--- src/rtl/page_burst_rd_pkg.sv ---
package page_burst_rd_pkg;

  typedef enum logic [1:0] {
    ST_IDLE   = 2'd0,
    ST_ACCESS = 2'd1,
    ST_GAP    = 2'd2
  } pbr_state_e;

  function automatic int unsigned max3(int unsigned a, int unsigned b, int unsigned c);
    int unsigned m;
    m = (a > b) ? a : b;
    return (m > c) ? m : c;
  endfunction

endpackage

--- src/rtl/pbr_req_clip.sv ---
module pbr_req_clip #(
  parameter int unsigned OFF_W = 4,
  localparam int unsigned CNT_W = OFF_W + 1
) (
  input  logic [OFF_W-1:0] off_i,
  input  logic [CNT_W-1:0] cnt_i,
  output logic [CNT_W-1:0] len_o,
  output logic             err_o,
  output logic             zero_o
);
  localparam int unsigned PAGE_WORDS = 2 ** OFF_W;

  logic [CNT_W-1:0] room;

  always_comb begin
    room   = CNT_W'(PAGE_WORDS) - {1'b0, off_i};
    err_o  = cnt_i > room;
    len_o  = err_o ? room : cnt_i;
    zero_o = cnt_i == '0;
  end

endmodule

--- src/rtl/pbr_wait_timer.sv ---
module pbr_wait_timer #(
  parameter int unsigned TMR_W = 3
) (
  input  logic             clk_i,
  input  logic             rst_ni,
  input  logic             load_i,
  input  logic [TMR_W-1:0] load_val_i,
  output logic             done_o
);
  logic [TMR_W-1:0] cnt_q;

  always_ff @(posedge clk_i or negedge rst_ni) begin
    if (!rst_ni)            cnt_q <= '0;
    else if (load_i)        cnt_q <= load_val_i;
    else if (cnt_q != '0)   cnt_q <= cnt_q - 1'b1;
  end

  assign done_o = cnt_q == '0;

  // an expired window stays expired until reloaded
  a_r3_tmr_hold: assert property (@(posedge clk_i) disable iff (!rst_ni)
    (cnt_q == '0 && !load_i) |=> (cnt_q == '0));

endmodule

--- src/rtl/pbr_seq.sv ---
module pbr_seq
  import page_burst_rd_pkg::*;
#(
  parameter int unsigned ADDR_W      = 22,
  parameter int unsigned DATA_W      = 16,
  parameter int unsigned OFF_W       = 4,
  parameter int unsigned T_FIRST_CYC = 7,
  parameter int unsigned T_PAGE_CYC  = 2,
  parameter int unsigned T_GAP_CYC   = 1,
  parameter int unsigned CE_MAX_CYC  = 1000,
  parameter int unsigned TMR_W       = 3,
  localparam int unsigned CNT_W  = OFF_W + 1,
  localparam int unsigned HI_W   = ADDR_W - OFF_W,
  localparam int unsigned CEC_W  = $clog2(CE_MAX_CYC + 1)
) (
  input  logic              clk_i,
  input  logic              rst_ni,
  input  logic              start_i,
  input  logic [HI_W-1:0]   hi_i,
  input  logic [OFF_W-1:0]  off_i,
  input  logic [CNT_W-1:0]  len_i,
  input  logic              err_i,
  input  logic              zero_i,
  input  logic              page_en_i,
  input  logic              tmr_done_i,
  output logic              tmr_load_o,
  output logic [TMR_W-1:0]  tmr_val_o,
  output logic [ADDR_W-1:0] mem_addr_o,
  output logic              mem_ce_no,
  output logic              mem_oe_no,
  input  logic [DATA_W-1:0] mem_rdata_i,
  output logic              rd_valid_o,
  output logic [DATA_W-1:0] rd_data_o,
  output logic [OFF_W-1:0]  rd_off_o,
  output logic              rd_last_o,
  output logic              busy_o,
  output logic              trunc_err_o
);
  pbr_state_e        state_q;
  logic [HI_W-1:0]   hi_q;
  logic [OFF_W-1:0]  off_q;
  logic [CNT_W-1:0]  left_q;
  logic              page_q;
  logic [CEC_W-1:0]  ce_low_q;
  logic              take;
  logic              last_word;

  assign take      = (state_q == ST_IDLE) && start_i && !zero_i;
  assign last_word = left_q == CNT_W'(1);

  always_comb begin
    tmr_load_o = 1'b0;
    tmr_val_o  = '0;
    unique case (state_q)
      ST_IDLE: if (take) begin
        tmr_load_o = 1'b1;
        tmr_val_o  = TMR_W'(T_FIRST_CYC - 1);
      end
      ST_ACCESS: if (tmr_done_i && !last_word) begin
        tmr_load_o = 1'b1;
        tmr_val_o  = page_q ? TMR_W'(T_PAGE_CYC - 1) : TMR_W'(T_GAP_CYC - 1);
      end
      ST_GAP: if (tmr_done_i) begin
        tmr_load_o = 1'b1;
        tmr_val_o  = TMR_W'(T_FIRST_CYC - 1);
      end
      default: ;
    endcase
  end

  always_ff @(posedge clk_i or negedge rst_ni) begin
    if (!rst_ni) begin
      state_q     <= ST_IDLE;
      hi_q        <= '0;
      off_q       <= '0;
      left_q      <= '0;
      page_q      <= 1'b0;
      rd_valid_o  <= 1'b0;
      rd_data_o   <= '0;
      rd_off_o    <= '0;
      rd_last_o   <= 1'b0;
      trunc_err_o <= 1'b0;
    end else begin
      rd_valid_o  <= 1'b0;
      rd_last_o   <= 1'b0;
      trunc_err_o <= 1'b0;
      unique case (state_q)
        ST_IDLE: if (take) begin
          hi_q        <= hi_i;
          off_q       <= off_i;
          left_q      <= len_i;
          page_q      <= page_en_i;
          trunc_err_o <= err_i;
          state_q     <= ST_ACCESS;
        end
        ST_ACCESS: if (tmr_done_i) begin
          rd_valid_o <= 1'b1;
          rd_data_o  <= mem_rdata_i;
          rd_off_o   <= off_q;
          rd_last_o  <= last_word;
          if (last_word) begin
            state_q <= ST_IDLE;
          end else begin
            left_q <= left_q - 1'b1;
            off_q  <= off_q + 1'b1;
            if (!page_q) state_q <= ST_GAP;
          end
        end
        ST_GAP: if (tmr_done_i) state_q <= ST_ACCESS;
        default: state_q <= ST_IDLE;
      endcase
    end
  end

  // chip-enable low-time watch
  always_ff @(posedge clk_i or negedge rst_ni) begin
    if (!rst_ni)                  ce_low_q <= '0;
    else if (mem_ce_no)           ce_low_q <= '0;
    else if (ce_low_q != '1)      ce_low_q <= ce_low_q + 1'b1;
  end

  assign mem_addr_o = {hi_q, off_q};
  assign mem_ce_no  = state_q != ST_ACCESS;
  assign mem_oe_no  = state_q != ST_ACCESS;
  assign busy_o     = state_q != ST_IDLE;

  a_r4_hi_frozen: assert property (@(posedge clk_i) disable iff (!rst_ni)
    (!mem_ce_no && !$past(mem_ce_no)) |-> $stable(mem_addr_o[ADDR_W-1:OFF_W]));

  a_r5_addr_still: assert property (@(posedge clk_i) disable iff (!rst_ni)
    (!page_q && !mem_ce_no && !$past(mem_ce_no)) |-> $stable(mem_addr_o));

  a_r9_ce_idle: assert property (@(posedge clk_i) disable iff (!rst_ni)
    !busy_o |-> mem_ce_no);

  a_r9_ce_window: assert property (@(posedge clk_i) disable iff (!rst_ni)
    ce_low_q < CEC_W'(CE_MAX_CYC));

  a_r8_last_valid: assert property (@(posedge clk_i) disable iff (!rst_ni)
    rd_last_o |-> rd_valid_o);

  a_r6_err_on_take: assert property (@(posedge clk_i) disable iff (!rst_ni)
    trunc_err_o |-> $past(start_i && !busy_o));

  a_r3_strobe_single: assert property (@(posedge clk_i) disable iff (!rst_ni)
    (rd_valid_o && !page_q) |=> !rd_valid_o);

endmodule

--- src/rtl/page_burst_rd.sv ---
module page_burst_rd
  import page_burst_rd_pkg::*;
#(
  parameter int unsigned ADDR_W      = 22,
  parameter int unsigned DATA_W      = 16,
  parameter int unsigned OFF_W       = 4,
  parameter int unsigned T_FIRST_CYC = 7,
  parameter int unsigned T_PAGE_CYC  = 2,
  parameter int unsigned T_GAP_CYC   = 1,
  parameter int unsigned CE_MAX_CYC  = 1000,
  localparam int unsigned CNT_W = OFF_W + 1,
  localparam int unsigned HI_W  = ADDR_W - OFF_W,
  localparam int unsigned TMR_W = $clog2(max3(T_FIRST_CYC, T_PAGE_CYC, T_GAP_CYC) + 1)
) (
  input  logic              clk_i,
  input  logic              rst_ni,
  input  logic              start_i,
  input  logic [ADDR_W-1:0] start_addr_i,
  input  logic [CNT_W-1:0]  word_cnt_i,
  input  logic              page_en_i,
  output logic [ADDR_W-1:0] mem_addr_o,
  output logic              mem_ce_no,
  output logic              mem_oe_no,
  input  logic [DATA_W-1:0] mem_rdata_i,
  output logic              rd_valid_o,
  output logic [DATA_W-1:0] rd_data_o,
  output logic [OFF_W-1:0]  rd_off_o,
  output logic              rd_last_o,
  output logic              busy_o,
  output logic              trunc_err_o
);
  logic [CNT_W-1:0] len;
  logic             err, zero;
  logic             tmr_load, tmr_done;
  logic [TMR_W-1:0] tmr_val;

  pbr_req_clip #(.OFF_W(OFF_W)) u_clip (
    .off_i  (start_addr_i[OFF_W-1:0]),
    .cnt_i  (word_cnt_i),
    .len_o  (len),
    .err_o  (err),
    .zero_o (zero)
  );

  pbr_wait_timer #(.TMR_W(TMR_W)) u_tmr (
    .clk_i      (clk_i),
    .rst_ni     (rst_ni),
    .load_i     (tmr_load),
    .load_val_i (tmr_val),
    .done_o     (tmr_done)
  );

  pbr_seq #(
    .ADDR_W(ADDR_W), .DATA_W(DATA_W), .OFF_W(OFF_W),
    .T_FIRST_CYC(T_FIRST_CYC), .T_PAGE_CYC(T_PAGE_CYC), .T_GAP_CYC(T_GAP_CYC),
    .CE_MAX_CYC(CE_MAX_CYC), .TMR_W(TMR_W)
  ) u_seq (
    .clk_i       (clk_i),
    .rst_ni      (rst_ni),
    .start_i     (start_i),
    .hi_i        (start_addr_i[ADDR_W-1:OFF_W]),
    .off_i       (start_addr_i[OFF_W-1:0]),
    .len_i       (len),
    .err_i       (err),
    .zero_i      (zero),
    .page_en_i   (page_en_i),
    .tmr_done_i  (tmr_done),
    .tmr_load_o  (tmr_load),
    .tmr_val_o   (tmr_val),
    .mem_addr_o  (mem_addr_o),
    .mem_ce_no   (mem_ce_no),
    .mem_oe_no   (mem_oe_no),
    .mem_rdata_i (mem_rdata_i),
    .rd_valid_o  (rd_valid_o),
    .rd_data_o   (rd_data_o),
    .rd_off_o    (rd_off_o),
    .rd_last_o   (rd_last_o),
    .busy_o      (busy_o),
    .trunc_err_o (trunc_err_o)
  );

  initial begin
    if (T_FIRST_CYC < 1 || T_PAGE_CYC < 1 || T_GAP_CYC < 1 || HI_W < 1)
      $error("page_burst_rd: bad timing or width parameter");
  end

endmodule

--- config.mk ---
export PLATFORM = sky130hd
export DESIGN_NAME = page_burst_rd
export DESIGN_NICKNAME = d
export VERILOG_FILES = /design/src/rtl/page_burst_rd_pkg.sv /design/src/rtl/pbr_req_clip.sv /design/src/rtl/pbr_wait_timer.sv /design/src/rtl/pbr_seq.sv /design/src/rtl/page_burst_rd.sv
export SDC_FILE = /design/constraint.sdc
export NUM_CORES = 1
export LEC_CHECK = 0
export BUFFER_PORTS_ARGS = -buffer_cell sky130_fd_sc_hd__buf_2
export CORE_ASPECT_RATIO = 1.1
export CORE_UTILIZATION = 25
export DETAILED_ROUTE_END_ITERATION = 12
export PLACE_DENSITY_LB_ADDON = 0.1
export SLEW_MARGIN = 20
export SYNTH_ARGS = -nofsm -noshare
export SYNTH_HDL_FRONTEND = slang
export SYNTH_SLANG_ARGS = --single-unit
--- constraint.sdc ---
create_clock -name clk_i -period 3.4 [get_ports clk_i]
set_input_delay 0.17 -clock clk_i [delete_from_list [all_inputs] [get_ports clk_i]]
set_output_delay 0.17 -clock clk_i [all_outputs]
set_load 0.1 [all_outputs]
# [Yosys cells after proc, flatten, opt, wreduce, memory -nomap -nowiden]
# Index checks and enable logic that the tools add are counted.
[word_totals] output_inout_bits=48 word_cells=72 ff_bits=56
[classes] reduce_logical=16 order_cmp=1 mux=31 eq_ne=9 n_addsub=4
[ops] operator="$mux W5" count=4
[ops] operator="$mux W3" count=5
[ops] operator="$mux W4" count=3
[ops] operator="$mux W2" count=5
[ops] operator="$pmux W5 S2" count=1
[ops] operator="$mux W1" count=9
[ops] operator="$pmux W3 S3" count=1
[ops] operator="$ne A2 B1 Y1 const B" count=4
[ops] operator="$pmux W4 S2" count=1
[ops] operator="$reduce_and A4 Y1" count=2
[ops] operator="$pmux W2 S3" count=1
[ops] operator="$reduce_bool A2 Y1" count=3
[ops] operator="$eq A5 B1 Y1 const B" count=1
[ops] operator="$gt A5 B5 Y1" count=1
[ops] operator="$logic_not A5 Y1" count=1
[ops] operator="$sub A5 B1 Y5 const B" count=1
[ops] operator="$sub A5 B4 Y5 const A" count=1
[ops] operator="$add A4 B1 Y4 const B" count=1
[ops] operator="$reduce_and A2 Y1" count=2
[ops] operator="$logic_and A1 B1 Y1" count=3
[ops] operator="$logic_not A3 Y1" count=1
[ops] operator="$ne A3 B3 Y1 const B" count=1
[ops] operator="$pmux W1 S3" count=1
[ops] operator="$reduce_bool A3 Y1" count=1
[ops] operator="other kinds (6)" count=7

# [Depth between registers and ports, before layout]
[depth] word_depth=6 mapped_depth=9 depth_no_buf=9

# [By module]
# From an unflattened synthesis, not the netlist that was laid out.
[unflattened] hier_cells=311 hier_area_um2=2871.5
[by_module_without_submodules] module="pbr_seq" area_per_inst_um2=2402.3 instances=1 seq_area_each_um2=1326.3 cells_each=256
[by_module_without_submodules] module="pbr_req_clip" area_per_inst_um2=269.0 instances=1 seq_area_each_um2=0.0 cells_each=34
[by_module_without_submodules] module="pbr_wait_timer" area_per_inst_um2=200.2 instances=1 seq_area_each_um2=75.1 cells_each=21

# [Worst setup path after synthesis]
# No wires, ideal clock.
[synth_path] path_type="input port to flip-flop" startpoint="input start_addr_i[0]" endpoint="register u_seq.left_q[2]" stages=9 required_ns=3.310 arrival_ns=1.965 setup_time_ns=0.090 setup_slack_ns=1.345 cell_sequence="inv_1 ha_1 xor2_1 ha_1 o211ai_1 a21oi_1 o21ai_1 mux2_2 o221ai_1"
[synth_via] elab_chain_len=5
[synth_rtl] element="from (decl)" line_no="page_burst_rd.sv:18" text="input logic [ADDR_W-1:0] start_addr_i,"
[synth_rtl] element="$sub A5 B4 Y5 *" line_no="pbr_req_clip.sv:16" text="room = CNT_W'(PAGE_WORDS) - {1'b0, off_i};"
[synth_rtl] element="$gt A5 B5 Y1" line_no="pbr_req_clip.sv:17" text="err_o = cnt_i > room;"
[synth_rtl] element="$mux W5 *" line_no="pbr_req_clip.sv:18" text="len_o = err_o ? room : cnt_i;"
[synth_rtl] element="$mux W5 *" line_no="pbr_seq.sv:88" text="ST_IDLE: if (take) begin"
[synth_rtl] element="$pmux W5 S2 *" line_no="pbr_seq.sv:87" text="unique case (state_q)"
[synth_rtl] element="to (signal assigned)" line_no="pbr_seq.sv:91" text="left_q <= len_i;"
[synth_rtl] element="to (signal assigned)" line_no="pbr_seq.sv:104" text="left_q <= left_q - 1'b1;"
[synth_rtl] element="to (decl)" line_no="pbr_seq.sv:42" text="logic [CNT_W-1:0] left_q;"
# Every way passes the cells marked *; elsewhere a longest branch is shown, timed or not. The select of a mux whose other input is x is not followed.
# A chain may end at the register's enable or synchronous reset.

# [Final worst setup path]
[layout_path] startpoint="register u_seq.left_q[1]" endpoint="register u_seq.left_q[4]"
[layout_via] elab_chain_len=4 word_cells_on_any_way=7 cone_classes="add/sub (1); eq/ne (2); mux (3); reduce/logical (1)"
[layout_rtl] element="$sub A5 B1 Y5" line_no="pbr_seq.sv:104"
[layout_rtl] element="$mux W5" line_no="pbr_seq.sv:101" text="if (last_word) begin"
[layout_rtl] element="$mux W5" line_no="pbr_seq.sv:96" text="ST_ACCESS: if (tmr_done_i) begin"
[layout_rtl] element="$pmux W5 S2" line_no="pbr_seq.sv:87"
# Several ways; a longest one is shown, not always the timed one. The select of a mux whose other input is x is not followed.

==> run_results.csv <==
group,metric,value,unit
clocking,cts_tree,"built",
drt,dr.pass1.iters,6,
die,start_util,25.6,%
layout,antennaDiodeCount,0,
global_routing,grt_pass1_vias,2145,
sta,period_share,65.5,%
clocking,root_buffer,"clkbuf_16",
outcome,status,"finished, final reports clean",
drt,route.detailed.drc,0,
synthesis,ys_warn_count,0,
placement,gp_congestion,0.764,
sta,hold_viol,0,
critical_path,worstPathCellList,"inv_1, ha_1, or4b_1, nand2_1, and2_1, nor2_1, o221a_1",
layout,drive_gt1_share,36.7,%
synthesis,ys_seq_area_share,52.9,%
global_routing,grt_start_max_net_pins,30,
global_routing,grt_pass1_wl,10200,um
layout,area_growth,29.9,%
clocking,cts_buffer_depth,2,
critical_path,reg2reg_slack,1170,ps
synthesis,synth-seq-cells,56,
sta,rsz0062_at_grt,"no",
drt,drt_wl_total,6150,um
die,ioPinCount,95,
placement,dpl.hpwl,4530,um
die,rows,39,
worst_hold_path,hold_class,"primary input to flop",
sta,finalSetupTns,0,ps
global_routing,antenna_found_initial,0,
critical_path,cp.arrival,2400,ps
sta,skew,6.04,ps
clocking,cts-resized-gates,0,
drt,via_count,2148,
die,die_height,110,um
critical_path,startpoint_type,"flop",
critical_path,critPathCaptureType,"flop",
critical_path,cpLargestDelayFamily,"simple AND/OR/NAND/NOR gates",
clocking,cts-htree-levels,2,
sta,setup_viol,0,
layout,multi_input_area,0.00113,mm^2
layout,regArea,0.00140,mm^2
layout,layout.nets,411,
global_routing,track_usage,11.8,%
synthesis,syn_area_per_cell,10.2,um^2
sta,fin_crit,2230,ps
critical_path,cp.required,3570,ps
critical_path,slowest_delay,560,ps
critical_path,crit_type,"flop to flop",
die,core,0.0103,mm^2
die,die_width,100,um
clocking,cts_num_sinks,56,
synthesis,syn_area,0.00265,mm^2
synthesis,synth_nets,318,
synthesis,synthCells,260,
critical_path,path_max_fanout,12,
sta,slew_violations,0,
synthesis,synth_cell_types,39,
critical_path,slowest_stage,"or4b_1",
drt,ant_nets,0,
sta,slew_headroom,54.1,%
drt,wl_per_cell,12.4,um
clocking,clk_pin_slew,70,ps
clocking,clock_latency,290,ps
run,max_cap_violations,0,
placement,port_buffers,94,
drt,via_per_inst,4.32,
sta,fmax,0.449,GHz
clocking,cts_made_buffers,5,
sta,worstMarginPinSlew,689,ps
die,die_area,0.0110,mm^2
layout,fillers,1121,
global_routing,gr-total-overflow,0,
critical_path,worst-path-buf-inv,1,
drt,drt_iter0_markers,39,
[state kept, by name, summed over array words and instances (netlist names)]
register and count:
u_seq.rd_last_o 1, u_seq.trunc_err_o 1, u_seq.hi_q 18, u_seq.left_q 5, u_seq.page_q 1, u_seq.rd_data_o 16, u_tmr.cnt_q 3, u_seq.state_q 2
u_seq.off_q 4, u_seq.rd_valid_o 1, u_seq.rd_off_o 4
[layout make-up]
cell class              count  area share (%)
clock buffers               6            3.75
clock inverters             2            1.02
inverters                  15            1.64
multi-input cells         176            32.8
flip-flops and latches     56            40.7
well taps                 143            5.20
repair buffers             99            14.8
[final timing paths]
kind / start / endpoint / depth (start not counted)
worst max-delay path: u_seq.left_q[1]$_DFFE_PN0P_ / u_seq.left_q[4]$_DFFE_PN0P_ / 7
worst min-delay path: start_addr_i[19] / u_seq.hi_q[15]$_DFFE_PN0N_ / 3
worst max register to register: u_seq.left_q[1]$_DFFE_PN0P_ / u_seq.left_q[4]$_DFFE_PN0P_ / 7
worst min register to register: u_seq.hi_q[10]$_DFFE_PN0N_ / u_seq.hi_q[10]$_DFFE_PN0N_ / 2
max in group asynchronous: rst_ni / u_seq.rd_off_o[3]$_DFFE_PN0P_ / 3
min in group asynchronous: rst_ni / u_seq.rd_off_o[2]$_DFFE_PN0P_ / 2
[cell families (layout without fill, tap and decap cells)]
group,after synthesis,count (layout),synth area share (%)
muxes,25,25,10.4
buffers and inverters,28,122,4.53
AOI/OAI and AO/OA,32,32,8.31
and+or+nand+nor,105,105,17.6
xor gates and xnor gates,3,3,0.992
DFF,56,56,52.9
adders and majority gates,11,11,5.20
[cell usage in the layout, fill, tap and decap left out, types with 5 or more instances in the layout]
cell type,netlist,final
a21oi_1,7,7
buf_2,6,94
clkbuf_16,0,5
dfrtp_1,56,56
ha_1,11,11
inv_1,15,15
mux2_2,21,21
nand2_1,66,66
nand3_1,5,5
nor2_1,13,12
o21ai_1,9,9
[through the flow]
stage	hold slack (ps)	instances	cell area (um^2)	utilization (%)	worst slack [ps]
after global routing	66.7	497	3440	33.3	964
after detailed placement	270	488	3270	31.6	954
after global placement	263	488	3270	31.6	997
after CTS	59.1	497	3440	33.3	1160
after floorplan	-126	260	2650	-	1350
final	65.2	497	3440	33.3	1170
[synthesized netlist by cell type (all sizes together)]
| library cell | number | area share, % |
|---|---|---|
| nand2 | 66 | 9.4 |
| dfrtp | 56 | 53 |
| mux2 | 21 | 8.9 |
| inv | 15 | 2.1 |
| nor2 | 13 | 1.8 |
| o21ai | 12 | 2.3 |
| ha | 11 | 5.2 |
| buf | 8 | 1.7 |
| a21oi | 7 | 1.3 |
| clkbuf | 5 | 0.71 |
| nand3 | 5 | 0.94 |
| mux2i | 4 | 1.5 |
| nor3 | 4 | 0.76 |
| and3 | 3 | 0.71 |
| nand2b | 3 | 0.71 |
| a221oi | 2 | 0.90 |
| and2 | 2 | 0.47 |
| nor3b | 2 | 0.57 |
| o211ai | 2 | 0.76 |
| o221ai | 2 | 0.66 |
| o32a | 2 | 0.76 |
| xor2 | 2 | 0.66 |
| a21o | 1 | 0.28 |
| and2b | 1 | 0.28 |
| and4bb | 1 | 0.47 |
| nand4 | 1 | 0.24 |
| nor2b | 1 | 0.24 |
| o21a | 1 | 0.28 |
| o221a | 1 | 0.43 |
| o311ai | 1 | 0.33 |
| o32ai | 1 | 0.33 |
| or3 | 1 | 0.24 |
| or4 | 1 | 0.43 |
| or4b | 1 | 0.38 |
| xnor2 | 1 | 0.33 |
[routing by layer]
metal  vias up  wire length, um  track usage (%)
li1       1057                -                -
met5         -                0                0
met2        56             3030             21.1
met3         5              299             2.73
met4         0               40             3.00
met1      1030             2780             14.1
[worst register-to-register path, cell delays in order, from the launching register on]
cell,delay [ps]
dfrtp_1,380
inv_1,110
ha_1,150
or4b_1,560
nand2_1,170
and2_1,410
nor2_1,100
o221a_1,230
[timing repair]
| item | 4_1_cts | 5_1_grt |
|---|---|---|
| hold endpoints to repair | 28 | 0 |
| buffers inserted | 0 | 0 |
| hold buffers | 1 | 0 |
| endpoints found under the setup margin | 0 | 0 |
Power is left out: the tool's default activity adds up to more than one toggle a clock period on the data nets, which glitch-free logic cannot reach.
